===== src/rtl/addr_latch_pkg.sv =====
// Package: operating modes shared by the addressable latch modules.
// Assumes: the mode is derived only from gate_n and clear_n.
package addr_latch_pkg;

    typedef enum logic [1:0] {
        MODE_WRITE  = 2'd0,
        MODE_HOLD   = 2'd1,
        MODE_DECODE = 2'd2,
        MODE_CLEAR  = 2'd3
    } mode_e;

endpackage


===== src/rtl/alatch_mode_dec.sv =====
// Module: turns the two active-low controls into one of four modes.
// Assumes: both controls are already synchronous to clk.
module alatch_mode_dec
    import addr_latch_pkg::*;
(
    input  logic  gate_n,
    input  logic  clear_n,
    output mode_e mode
);

    // Map the control pair onto a mode.
    always_comb begin
        unique case ({gate_n, clear_n})
            2'b01:   mode = MODE_WRITE;
            2'b00:   mode = MODE_DECODE;
            2'b10:   mode = MODE_CLEAR;
            default: mode = MODE_HOLD;
        endcase
    end

endmodule


===== src/rtl/alatch_decoder.sv =====
// Module: binary index to one-hot select vector.
// Assumes: the index is unsigned, with bit 0 as its least significant bit.
module alatch_decoder #(
    parameter int ADDR_W = 3,
    localparam int N     = 1 << ADDR_W
) (
    input  logic [ADDR_W-1:0] index,
    output logic [N-1:0]      hit
);

    for (genvar i = 0; i < N; i++) begin : g_hit
        // Raise one line when the index matches its position.
        assign hit[i] = (index == ADDR_W'(i));
    end

endmodule


===== src/rtl/alatch_cell.sv =====
// Module: one storage bit with its next-state function and output view.
// Assumes: the stored value is undefined until the first clear mode or write.
module alatch_cell
    import addr_latch_pkg::*;
(
    input  logic  clk,
    input  mode_e mode,
    input  logic  hit,
    input  logic  din,
    output logic  view
);

    logic stored;
    logic nxt;

    // Next stored value for the current mode.
    always_comb begin
        unique case (mode)
            MODE_WRITE:  nxt = hit ? din : stored;
            MODE_DECODE: nxt = hit ? din : 1'b0;
            MODE_CLEAR:  nxt = 1'b0;
            default:     nxt = stored;
        endcase
    end

    // Combinational output: transparent when selected, zero under clear.
    always_comb begin
        unique case (mode)
            MODE_WRITE:  view = hit ? din : stored;
            MODE_DECODE: view = hit ? din : 1'b0;
            MODE_CLEAR:  view = 1'b0;
            default:     view = stored;
        endcase
    end

    // Store the next value on every rising edge.
    always_ff @(posedge clk) begin
        stored <= nxt;
    end

endmodule


===== src/rtl/addr_latch8.sv =====
// Module: eight individually addressable bits with write, hold, decode and
// clear modes. clear_n acts as the synchronous active-low reset of the state.
// Assumes: bit_sel changes only while gate_n is high, if no glitch on the
// selected bit is wanted.
module addr_latch8
    import addr_latch_pkg::*;
#(
    parameter int ADDR_W = 3,
    localparam int N     = 1 << ADDR_W
) (
    input  logic              clk,
    input  logic              data_in,
    input  logic [ADDR_W-1:0] bit_sel,
    input  logic              gate_n,
    input  logic              clear_n,
    output logic [N-1:0]      q_out
);

    mode_e        mode;
    logic [N-1:0] hit;

    alatch_mode_dec u_mode (
        .gate_n  (gate_n),
        .clear_n (clear_n),
        .mode    (mode)
    );

    alatch_decoder #(.ADDR_W(ADDR_W)) u_dec (
        .index (bit_sel),
        .hit   (hit)
    );

    for (genvar i = 0; i < N; i++) begin : g_cell
        alatch_cell u_cell (
            .clk  (clk),
            .mode (mode),
            .hit  (hit[i]),
            .din  (data_in),
            .view (q_out[i])
        );
    end

endmodule


===== config.mk =====
export PLATFORM = sky130hd
export DESIGN_NAME = addr_latch8
export DESIGN_NICKNAME = d
export VERILOG_FILES = /design/src/rtl/addr_latch_pkg.sv /design/src/rtl/alatch_mode_dec.sv /design/src/rtl/alatch_decoder.sv /design/src/rtl/alatch_cell.sv /design/src/rtl/addr_latch8.sv
export SDC_FILE = /design/constraint.sdc
export NUM_CORES = 1
export LEC_CHECK = 0
export BUFFER_PORTS_ARGS = -buffer_cell sky130_fd_sc_hd__buf_4
export CORE_AREA = 2 2 39 41
export CTS_BUF_LIST = sky130_fd_sc_hd__clkbuf_2
export DETAILED_ROUTE_END_ITERATION = 16
export DIE_AREA = 0 0 41 43
export GPL_TIMING_DRIVEN = 0
export HOLD_SLACK_MARGIN = 0.08
export PLACE_DENSITY = 0.6
export SETUP_SLACK_MARGIN = 0.2
export SYNTH_ARGS = -nofsm -noshare
export SYNTH_HDL_FRONTEND = slang
export SYNTH_HIERARCHICAL = 1
export SYNTH_SLANG_ARGS = --single-unit

===== constraint.sdc =====
create_clock -name clk -period 1.6 [get_ports clk]
set_input_delay 0.08 -clock clk [delete_from_list [all_inputs] [get_ports clk]]
set_output_delay 0.08 -clock clk [all_outputs]
set_load 0.005 [all_outputs]

=== Yosys cells after proc, flatten, opt, wreduce, memory -nomap -nowiden ===
Cells that the tools add are included.

* Reduce and logical (&&, ||, !) cells: 3
* Mux-type cells: 25
* Equality and inequality tests: 11

{| class="wikitable"
|+ Operator list
! kind !! count
|-
| case mux 1 bit (3 select lines) || 8
|-
| two-way mux 1 bit || 16
|-
| equality test 3 bit (second input constant) || 4
|-
| equality test 2 bit (second input constant) || 3
|-
| equality test 3 x 2 -> 1 bit (second input constant) || 2
|-
| case mux 2 bit (3 select lines) || 1
|-
| logical NOT 2 bit || 2
|-
| equality test 3 x 1 -> 1 bit (second input constant) || 1
|-
| logical NOT 3 bit || 1
|-
| equality test 2 x 1 -> 1 bit (second input constant) || 1
|}

* Input bits: 7
* Register bits: 8
* Word-level logic and storage cells: 47

=== Depth between registers and ports, before layout ===
Gate-level depths: netlist (run 1).

* Word-level depth: 4
* Mapped depth: 3
* Gate-level depth less buffers: 3

=== Modules after synthesis ===
The synthesis (run 1) kept the hierarchy.

{| class="wikitable"
|+ By module, submodules not included
! module !! seq. area each (sq um) !! area an instance (sq um) !! times used !! cells each
|-
| alatch_cell || 20.0 || 47.5 || 8 || 4
|-
| alatch_decoder || 0.0 || 65.1 || 1 || 8
|-
| alatch_mode_dec || 0.0 || 7.5 || 1 || 2
|}

=== Worst setup path before layout (run 1) ===
Ideal clock, no wire load.

* Path kind: input to register
* From: input port gate_n
* To: register g_cell[3].u_cell.stored
* Setup slack: 0.814 ns
* Stages on the path: 3
* Data arrival time: 0.660 ns
* Cells stage by stage: clkbuf_1 nand2b_1 mux2_4

* Word-level cells in the longest chain between the ends: 4

{| class="wikitable"
|+ RTL lines
! what !! line !! source
|-
| start, declared || addr_latch8.sv:14 || <nowiki>input logic gate_n,</nowiki>
|-
| equality test 2 bit (tied with other cells) || alatch_mode_dec.sv:13 || <nowiki>unique case ({gate_n, clear_n})</nowiki>
|-
| case mux 2 bit (3 select lines) * || alatch_mode_dec.sv:13 ||
|-
| equality test 2 bit / logical NOT 2 bit (equally long branches) || - ||
|-
| case mux 1 bit (3 select lines) * || alatch_cell.sv:18 || <nowiki>unique case (mode)</nowiki>
|-
| via q_out[3] || addr_latch8.sv:16 || <nowiki>output logic [N-1:0] q_out</nowiki>
|-
| end signal, assigned || alatch_cell.sv:38 || <nowiki>stored <= nxt;</nowiki>
|-
| end, declared || alatch_cell.sv:13 || <nowiki>logic stored;</nowiki>
|}

Mark *: on every way through the listed nets, which the timed path passes. The rest lies on a longest branch.

=== Worst setup path after layout (run 1) ===
* From: register g_cell[5].u_cell.stored
* To: output port q_out[5]

* Word-level cells in the longest chain between the ends: 2

{| class="wikitable"
|+ RTL lines
! what !! line !! source
|-
| start, declared || alatch_cell.sv:13 ||
|-
| start signal, assigned || alatch_cell.sv:38 ||
|-
| two-way mux 1 bit || alatch_cell.sv:29 || <nowiki>MODE_WRITE: view = hit ? din : stored;</nowiki>
|-
| case mux 1 bit (3 select lines) * || alatch_cell.sv:28 || <nowiki>unique case (mode)</nowiki>
|-
| end, declared || addr_latch8.sv:16 ||
|}

Mark *: on every way between the ends. The rest lies on a longest branch, timed or not.

==> results of run 1 <==
[logic make-up (layout without fill, tap and decap cells)]
kind of cell  count (synthesis)  in the layout
flops                         8              8
mux                           8              8
simple gates                 24             24
buf+inv                       2             18
[path summary, 6_finish.rpt]
kind / end / slack [ns] / cells after the start
setup / recovery: q_out[5] / 0.47 / 3
hold / removal: g_cell[7].u_cell/stored / 0.17 / 2
setup reg to reg: g_cell[5].u_cell/stored / 0.80 / 2
hold reg to reg: g_cell[3].u_cell/stored / 0.61 / 2
[power by group through the flow]
stage / Clock, mW / Sequential [mW] / Combinational, mW
3_3_place_gp: 0 / 0.212 / 0.0672
6_report: 0.121 / 0.207 / 0.0682
4_1_cts: 0.127 / 0.208 / 0.0688
3_5_place_dp: 0 / 0.212 / 0.0687
5_1_grt: 0.140 / 0.208 / 0.0754
2_1_floorplan: 0 / 0.212 / 0.0360
[layer usage]
metal	track usage, %	up-vias	routed length, um
met1	16.0	152	424
met4	10.0	0	14
met2	15.0	10	352
met3	3.14	2	41
met5	0	-	0
li1	-	173	-
[placed cells by master (no fill, tap or decap)]
master and n:
inv_1 1, buf_4 13, mux2_4 8, dfxtp_1 8, nand2b_1 8, and3b_2 3, nor3b_1 3, nor2b_1 8
clkbuf_2 3, clkbuf_1 1, and3_2 1, nor3_1 1
[area by class of cell]
cell class,instances,area (sq um)
tap,16,20.0
multi-input combinational,32,285
timing repair buffer,13,97.6
fill,149,798
buffer,1,3.75
inverter,1,3.75
clock buffer,3,15.0
sequential,8,160
[through the flow]
stage	cell area, sq um	total power, mW	setup slack, ns	hold slack (ns)
finish	586	0.397	0.466	0.166
global route	586	0.424	0.399	0.155
CTS	586	0.403	0.446	0.156
detailed placement	571	0.281	0.577	0.412
global placement	571	0.279	0.577	0.402
floorplan	453	0.248	0.814	0.243
==> results.yml, run 1 <==
route:
  drc_errors: 0
  drt_iter0_drc: 10
  num_vias: 337
  vias_per_cell: 4.55
  dr.pass1.iters: 3
  wire_per_inst_um: 11.3
  routed_wl_um: 833
  ant_nets: 0
run:
  maxCapViolCount: 0
worst_setup_path:
  path_cells: "nor2b_1 -> mux2_4 -> buf_4"
  r2r_start: "g_cell[5].u_cell/stored"
  crit_buf_inv: 1
  max_stage_delay_ns: 0.30
  cp_max_fo: 2
  crit_start: "g_cell[5].u_cell/stored"
  critPathTopFamily: "flip-flops"
  cp_slowest_cell: "dfxtp_1"
  cp-start-kind: "flop"
  required_ns: 1.52
  setup.worst_path.class: "reg -> out"
  endpoint_kind: "output port"
  crit_arrival_ns: 1.05
clocking:
  cts_buffer_depth: 2
  path_clk_slew_ns: 0.08
  hold_buffers: 0
  clkLatencyLatePin_ns: 0.23
  cts_max_level: 1
  cts_tree: "yes"
  post-cts-setup-buffers: 0
  cts-root-buf: "clkbuf_2"
  cts_made_buffers: 3
  cts.sinks: 8
  cts_resized: 0
logic_synthesis:
  synth_area_leaders: "dfxtp_1 35%, mux2_4 27%, nand2b_1 11%"
  synthMuxAreaShare_pct: 26.5
  yosys.area_share.xor_xnor_pct: 0
  synth_compound_area_share_pct: 0
  ys_seq_elements: 8
  syn_inst: 42
  synth-warning-count: 6
  synthTopCellsByCount: "8 x dfxtp_1, 8 x mux2_4, 8 x nand2b_1, 8 x nor2b_1"
  synth_cell_types: 10
  yosys.area_share.simple_pct: 36.5
  synth-adder-area-share_pct: 0
  syn_area_sq_um: 453
  yosysTopAreaCellShare_pct: 35.4
  ys_seq_area_share_pct: 35.4
  synth_nets: 49
  yosysTopAreaCell: "dfxtp_1"
  syn_area_per_cell_sq_um: 10.8
  async_flop_share_pct: 0
  synth_top_family_by_area: "simple AND/OR/NAND/NOR gates"
  synth_ff_type: "dfxtp_1"
  synth_edf_count: 0
final_layout:
  reg_top3: "g_cell.u_cell/stored (8)"
  nets: 67
  top_register: "g_cell.u_cell/stored"
  diodes: 0
  layout-drive-gt1-share_pct: 48.3
  finalNonFillerCells: 74
  fin_util_pct: 42.3
  largest_reg_flops: 8
  syn_to_final_growth_pct: 29.3
floorplanning:
  rows: 14
  pin_count: 15
  die_area_sq_um: 1760
  dieHeight_um: 43
  die_width_um: 41
  start_util_pct: 32.7
  core_region_area_sq_um: 1380
pwr:
  p_int_mw: 0.298
  share_seq_of_total_power_pct: 52.2
  clkPwrFrac_pct: 30.6
  p_leak_nw: 0.284
  pwr-share-comb_pct: 17.2
  cellPowerDensity_nw_per_um2: 678
  swShare_pct: 25.0
  p_sw_mw: 0.0992
  vdd_ir_drop_max_mv: 0.253
sta:
  slew_viol_final: 0
  final_hold_viol_count: 0
  clock_skew_ns: 0
  rsz0062_at_grt: "false"
  max_slew.worst_pin.slew_ns: 0.254
  setup_viol: 0
  post-route-period-util_pct: 70.9
  fin_setup_tns_ns: 0
  fmax_mhz: 882
  fin_crit_ns: 1.13
  max_slew_margin_pct: 83.1
grt:
  grt_max_degree: 9
  antenna_found_initial: 0
  grt_pass1_vias: 307
  grt_use_total_pct: 11.9
  grt_pass1_wl_mm: 1.39
  grt.overflow.total: 0
placed_design:
  gp_congestion: 0.679
  io_buffers: 13
  placed_cells: 71
min_path:
  min_from: "data_in"
  min_path_type: "in -> reg"
outcome:
  status: "completed"
(Power assumes the default switching activity.)
==> inputs of run 2 (changes only) <==
Settings changed: PLACE_DENSITY 0.6 to 0.62.
Clock period 1.6 ns to 1.02 ns, I/O delays scaled along.
==> run 2 against run 1 <==
  * The flow now finishes with violations (negative setup slack)
  * Clock-buffer cell count stayed put
  * Global-route usage is 1.0 points higher
  * Die area stayed put
  * Sequential share of layout area is 1.5 points lower
  * First-iteration DRC count is 90% lower
  * Combinational power is 73% higher
  * Flip-flop and latch count stayed put
  * Clock skew stayed put
  * Critical endpoint is now q_out[0]
  * Largest cell class unchanged
==> results.yml, run 2 (same netlist as run 1, synthesis figures left out) <==
outcome:
  status: "finished, violations left"
  violations: "negative setup slack"
route:
  ant_nets: 0
  dr.pass1.iters: 4
  routed_wl_um: 908
  vias_per_cell: 4.68
  num_vias: 346
  drc_errors: 0
  drt_iter0_drc: 1
  wire_per_inst_um: 12.3
final_layout:
  finalNonFillerCells: 74
  mostFrequentLayoutCells: "8 x nand2b_1, 8 x mux2_4, 8 x buf_6"
  largest_reg_flops: 8
  nets: 67
  top_register: "g_cell.u_cell/stored"
  fillers: 141
  reg_top3: "g_cell.u_cell/stored (8)"
  fin_area_sq_um: 624
  fin_util_pct: 45.1
  diodes: 0
  syn_to_final_growth_pct: 37.8
  layout-drive-gt1-share_pct: 51.7
floorplanning:
  pin_count: 15
  die_width_um: 41
  rows: 14
  start_util_pct: 32.7
  core_region_area_sq_um: 1380
  dieHeight_um: 43
  die_area_sq_um: 1760
placed_design:
  placed_cells: 71
  post_dp_cell_area_sq_um: 571
  io_buffers: 13
  gp_congestion: 0.657
  place_ws_ns: 0.0524
sta:
  post-route-period-util_pct: 109
  clock_skew_ns: 0
  setup_viol: 8
  slew_viol_final: 0
  rsz0062_at_grt: "true"
  max_slew_margin_pct: 78.8
  fmax_mhz: 903
  setup_slack_ns: -0.0872
  fin_setup_tns_ns: -0.641
  fin_crit_ns: 1.11
  final_hold_viol_count: 0
  max_slew.worst_pin.slew_ns: 0.318
  whs_ns: 0.139
min_path:
  min_path_type: "in -> reg"
grt:
  grt_use_total_pct: 12.9
  antenna_found_initial: 0
  grt_max_degree: 9
  grt_pass1_vias: 321
  grt_pass1_wl_mm: 1.42
  grt.overflow.total: 0
worst_setup_path:
  required_ns: 0.97
  cp_max_fo: 2
  cp-start-kind: "flop"
  crit_arrival_ns: 1.06
  setup.worst_path.class: "reg -> out"
  endpoint_kind: "output port"
clocking:
  cts_buffer_depth: 2
  cts_made_buffers: 3
  cts_tree: "yes"
  path_clk_slew_ns: 0.08
  hold_buffers: 0
  post-cts-setup-buffers: 0
  cts_max_level: 1
  cts-root-buf: "clkbuf_2"
  cts.sinks: 8
  clkLatencyLatePin_ns: 0.23
pwr:
  p_leak_nw: 0.291
  cellPowerDensity_nw_per_um2: 1020
  power_mw: 0.640
  vdd_ir_drop_max_mv: 0.482
run:
  maxCapViolCount: 0
-- run 2: critical path: stages (launching register included) --
cell and delay [ns]:
dfxtp_1 0.31, nor2b_1 0.12, mux2_4 0.27, buf_6 0.12
-- run 2: layout make-up --
cell class	count	area, sq um	area share [%]
multi-input combinational	32	293	46.9
clock buffer	3	15.0	2.40
inverter	1	3.75	0.601
timing repair buffer	13	128	20.4
sequential	8	161	25.9
tap	16	20.0	3.21
buffer	1	3.75	0.601
-- run 2: what timing repair did --
item	CTS	global route
endpoints found under the setup margin	8	13
gates resized for setup	8	3
pin swaps	0	0
-- run 2: final timing paths --
check                           cells after the start                 endpoint               startpoint  slack [ns]
worst max-delay path                                3                 q_out[0]  g_cell[0].u_cell/stored       -0.09
worst min-delay path                                2  g_cell[3].u_cell/stored                  data_in        0.14
worst max register to register                      2  g_cell[0].u_cell/stored  g_cell[0].u_cell/stored        0.21
worst min register to register                      2  g_cell[6].u_cell/stored  g_cell[6].u_cell/stored        0.62
-- run 2: report_power, final --
group          leakage [nW]  total [mW]  internal (mW)  switching [mW]
Sequential           0.0655       0.326          0.324         0.00237
Combinational         0.213       0.118         0.0715          0.0469
Clock                0.0125       0.195         0.0802           0.115
Total                 0.291       0.640          0.475           0.164
-- run 2: metal layers --
metal  track usage [%]  share of wire [%]  vias to the layer above
met5                 0                  0                        -
met4              12.0                1.5                        0
met3              4.71                5.9                        2
met2              16.9                 46                       14
met1              15.4                 47                      158
li1                  -                  -                      172
==> inputs of run 3 (changes only) <==
Settings changed: CTS_BUF_LIST sky130_fd_sc_hd__clkbuf_2 to sky130_fd_sc_hd__clkbuf_16.
==> run 3 against run 2 <==
  * Critical path depth is the same
  * Wire length is 2.4% lower
  * Fmax increased by 2.2%
  * The run still ends with negative setup slack left
  * Cell area grew 11%
  * Flip-flop and latch count did not move
  * Largest power group is now clock
  * Sequential power is essentially flat
  * Non-clock buffer count unchanged
  * Die area stayed put
==> results.yml, run 3 (same netlist as run 1, synthesis figures left out) <==
clocking:
  cts-root-buf: "clkbuf_16"
  path_clk_slew_ns: 0.04
  clkLatencyLatePin_ns: 0.23
  cts_tree: "yes"
  cts_buffer_depth: 2
  cts_max_level: 1
  cts_made_buffers: 3
  cts_resized: 8
  post-cts-setup-buffers: 0
  hold_buffers: 0
  cts.sinks: 8
route:
  drc_errors: 0
  wire_per_inst_um: 12.0
  num_vias: 340
  routed_wl_um: 886
  drt_iter0_drc: 1
  ant_nets: 0
  dr.pass1.iters: 3
  vias_per_cell: 4.59
sta:
  fmax_mhz: 923
  clock_skew_ns: 0
  fin_crit_ns: 1.08
  post-route-period-util_pct: 106
  max_slew_margin_pct: 75.5
  setup_slack_ns: -0.0635
  whs_ns: 0.149
  final_hold_viol_count: 0
  max_slew.worst_pin.slew_ns: 0.367
  setup_viol: 8
  rsz0062_at_grt: "true"
  slew_viol_final: 0
floorplanning:
  dieHeight_um: 43
  core_region_area_sq_um: 1380
  die_width_um: 41
  die_area_sq_um: 1760
  start_util_pct: 32.7
  pin_count: 15
  rows: 14
final_layout:
  layout-drive-gt1-share_pct: 53.4
  largest_reg_flops: 8
  mostFrequentLayoutCells: "8 x nand2b_1, 8 x mux2_4, 8 x buf_6"
  fin_area_sq_um: 692
  top_register: "g_cell.u_cell/stored"
  syn_to_final_growth_pct: 52.8
  fillers: 130
  nets: 67
  reg_top3: "g_cell.u_cell/stored (8)"
  diodes: 0
pwr:
  pwr-share-comb_pct: 10.9
  swShare_pct: 17.6
  p_int_mw: 0.903
  p_leak_nw: 0.316
  share_seq_of_total_power_pct: 30.0
  clkPwrFrac_pct: 59.1
  cellPowerDensity_nw_per_um2: 1580
  p_sw_mw: 0.192
  vdd_ir_drop_max_mv: 0.748
worst_setup_path:
  reg2reg_slack_ns: 0.21
  endpoint_kind: "output port"
  cp-start-kind: "flop"
  cp_max_fo: 2
  crit_arrival_ns: 1.03
  setup.worst_path.class: "reg -> out"
  r2r_start: "g_cell[6].u_cell/stored"
  r2r_cells: 2
  required_ns: 0.97
  r2r-end: "g_cell[6].u_cell/stored"
grt:
  grt_pass1_wl_mm: 1.40
  grt_pass1_vias: 320
  grt.overflow.total: 0
  antenna_found_initial: 0
  grt_use_total_pct: 12.6
  grt_max_degree: 9
run:
  maxCapViolCount: 0
placed_design:
  io_buffers: 13
  gp_congestion: 0.657
  post_dp_cell_area_sq_um: 571
outcome:
  status: "finished, violations left"
  violations: "negative setup slack"
min_path:
  min_from: "data_in"
  min_path_type: "in -> reg"
  hold_end: "g_cell[3].u_cell/stored"
  whs_path_depth: 2
run 3: cell counts in the layout (fill, tap and decap cells not counted):
No cell type changed its count.
run 3: final cells by class:
cell class / count / area, sq um / share of cell area (%)
Multi-Input combinational cell: 32 / 300 / 43.4
Inverter: 1 / 3.75 / 0.542
Tap cell: 16 / 20.0 / 2.89
Sequential cell: 8 / 161 / 23.3
Clock buffer: 3 / 75.1 / 10.8
Timing Repair Buffer: 13 / 128 / 18.4
Buffer: 1 / 3.75 / 0.542
run 3: per-stage QoR:
stage / TNS (ns) / std cells / utilization [%] / worst slack (ns) / power (mW)
after floorplan: 0 / 42 / - / 0.252 / 0.389
after global placement: 0 / 71 / 41.2 / 0.0539 / 0.439
after detailed placement: 0 / 71 / 41.2 / 0.0524 / 0.441
after CTS: -0.461 / 74 / 48.8 / -0.0641 / 1.11
after global routing: -0.663 / 74 / 50.0 / -0.0911 / 1.14
final: -0.438 / 74 / 50.0 / -0.0635 / 1.10
run 3: layer usage:
| layer | global-route usage (%) | part of all wire [%] | routed length, um |
|---|---|---|---|
| met1 | 14.7 | 47 | 416 |
| met2 | 16.6 | 46 | 411 |
| met3 | 4.71 | 3.7 | 33 |
| met4 | 12.0 | 2.8 | 25 |
| met5 | 0 | 0 | 0 |
run 3: how the worst max path moves through the flow:
stage	startpoint	to	slack, ns
global placement	bit_sel[2]	q_out[2]	0.05
finish	g_cell[6].u_cell/stored	q_out[6]	-0.06
detailed placement	bit_sel[2]	q_out[6]	0.05
floorplan	g_cell[3].u_cell/stored	g_cell[3].u_cell/stored	0.25
global route	g_cell[5].u_cell/stored	q_out[5]	-0.09
CTS	g_cell[6].u_cell/stored	q_out[6]	-0.06
run 3: power by group through the flow:
stage / sequential, mW / clock [mW] / combinational (mW)
after CTS: 0.328 / 0.664 / 0.117
after detailed placement: 0.333 / 0 / 0.108
after floorplan: 0.332 / 0 / 0.0565
after global placement: 0.333 / 0 / 0.106
final: 0.329 / 0.647 / 0.120
after global routing: 0.329 / 0.677 / 0.131
run 3: worst max-delay path, cell delays in order, from the launching register on:
cell	delay, ns
dfxtp_2	0.30
nor2b_4	0.11
mux2_4	0.27
buf_6	0.12
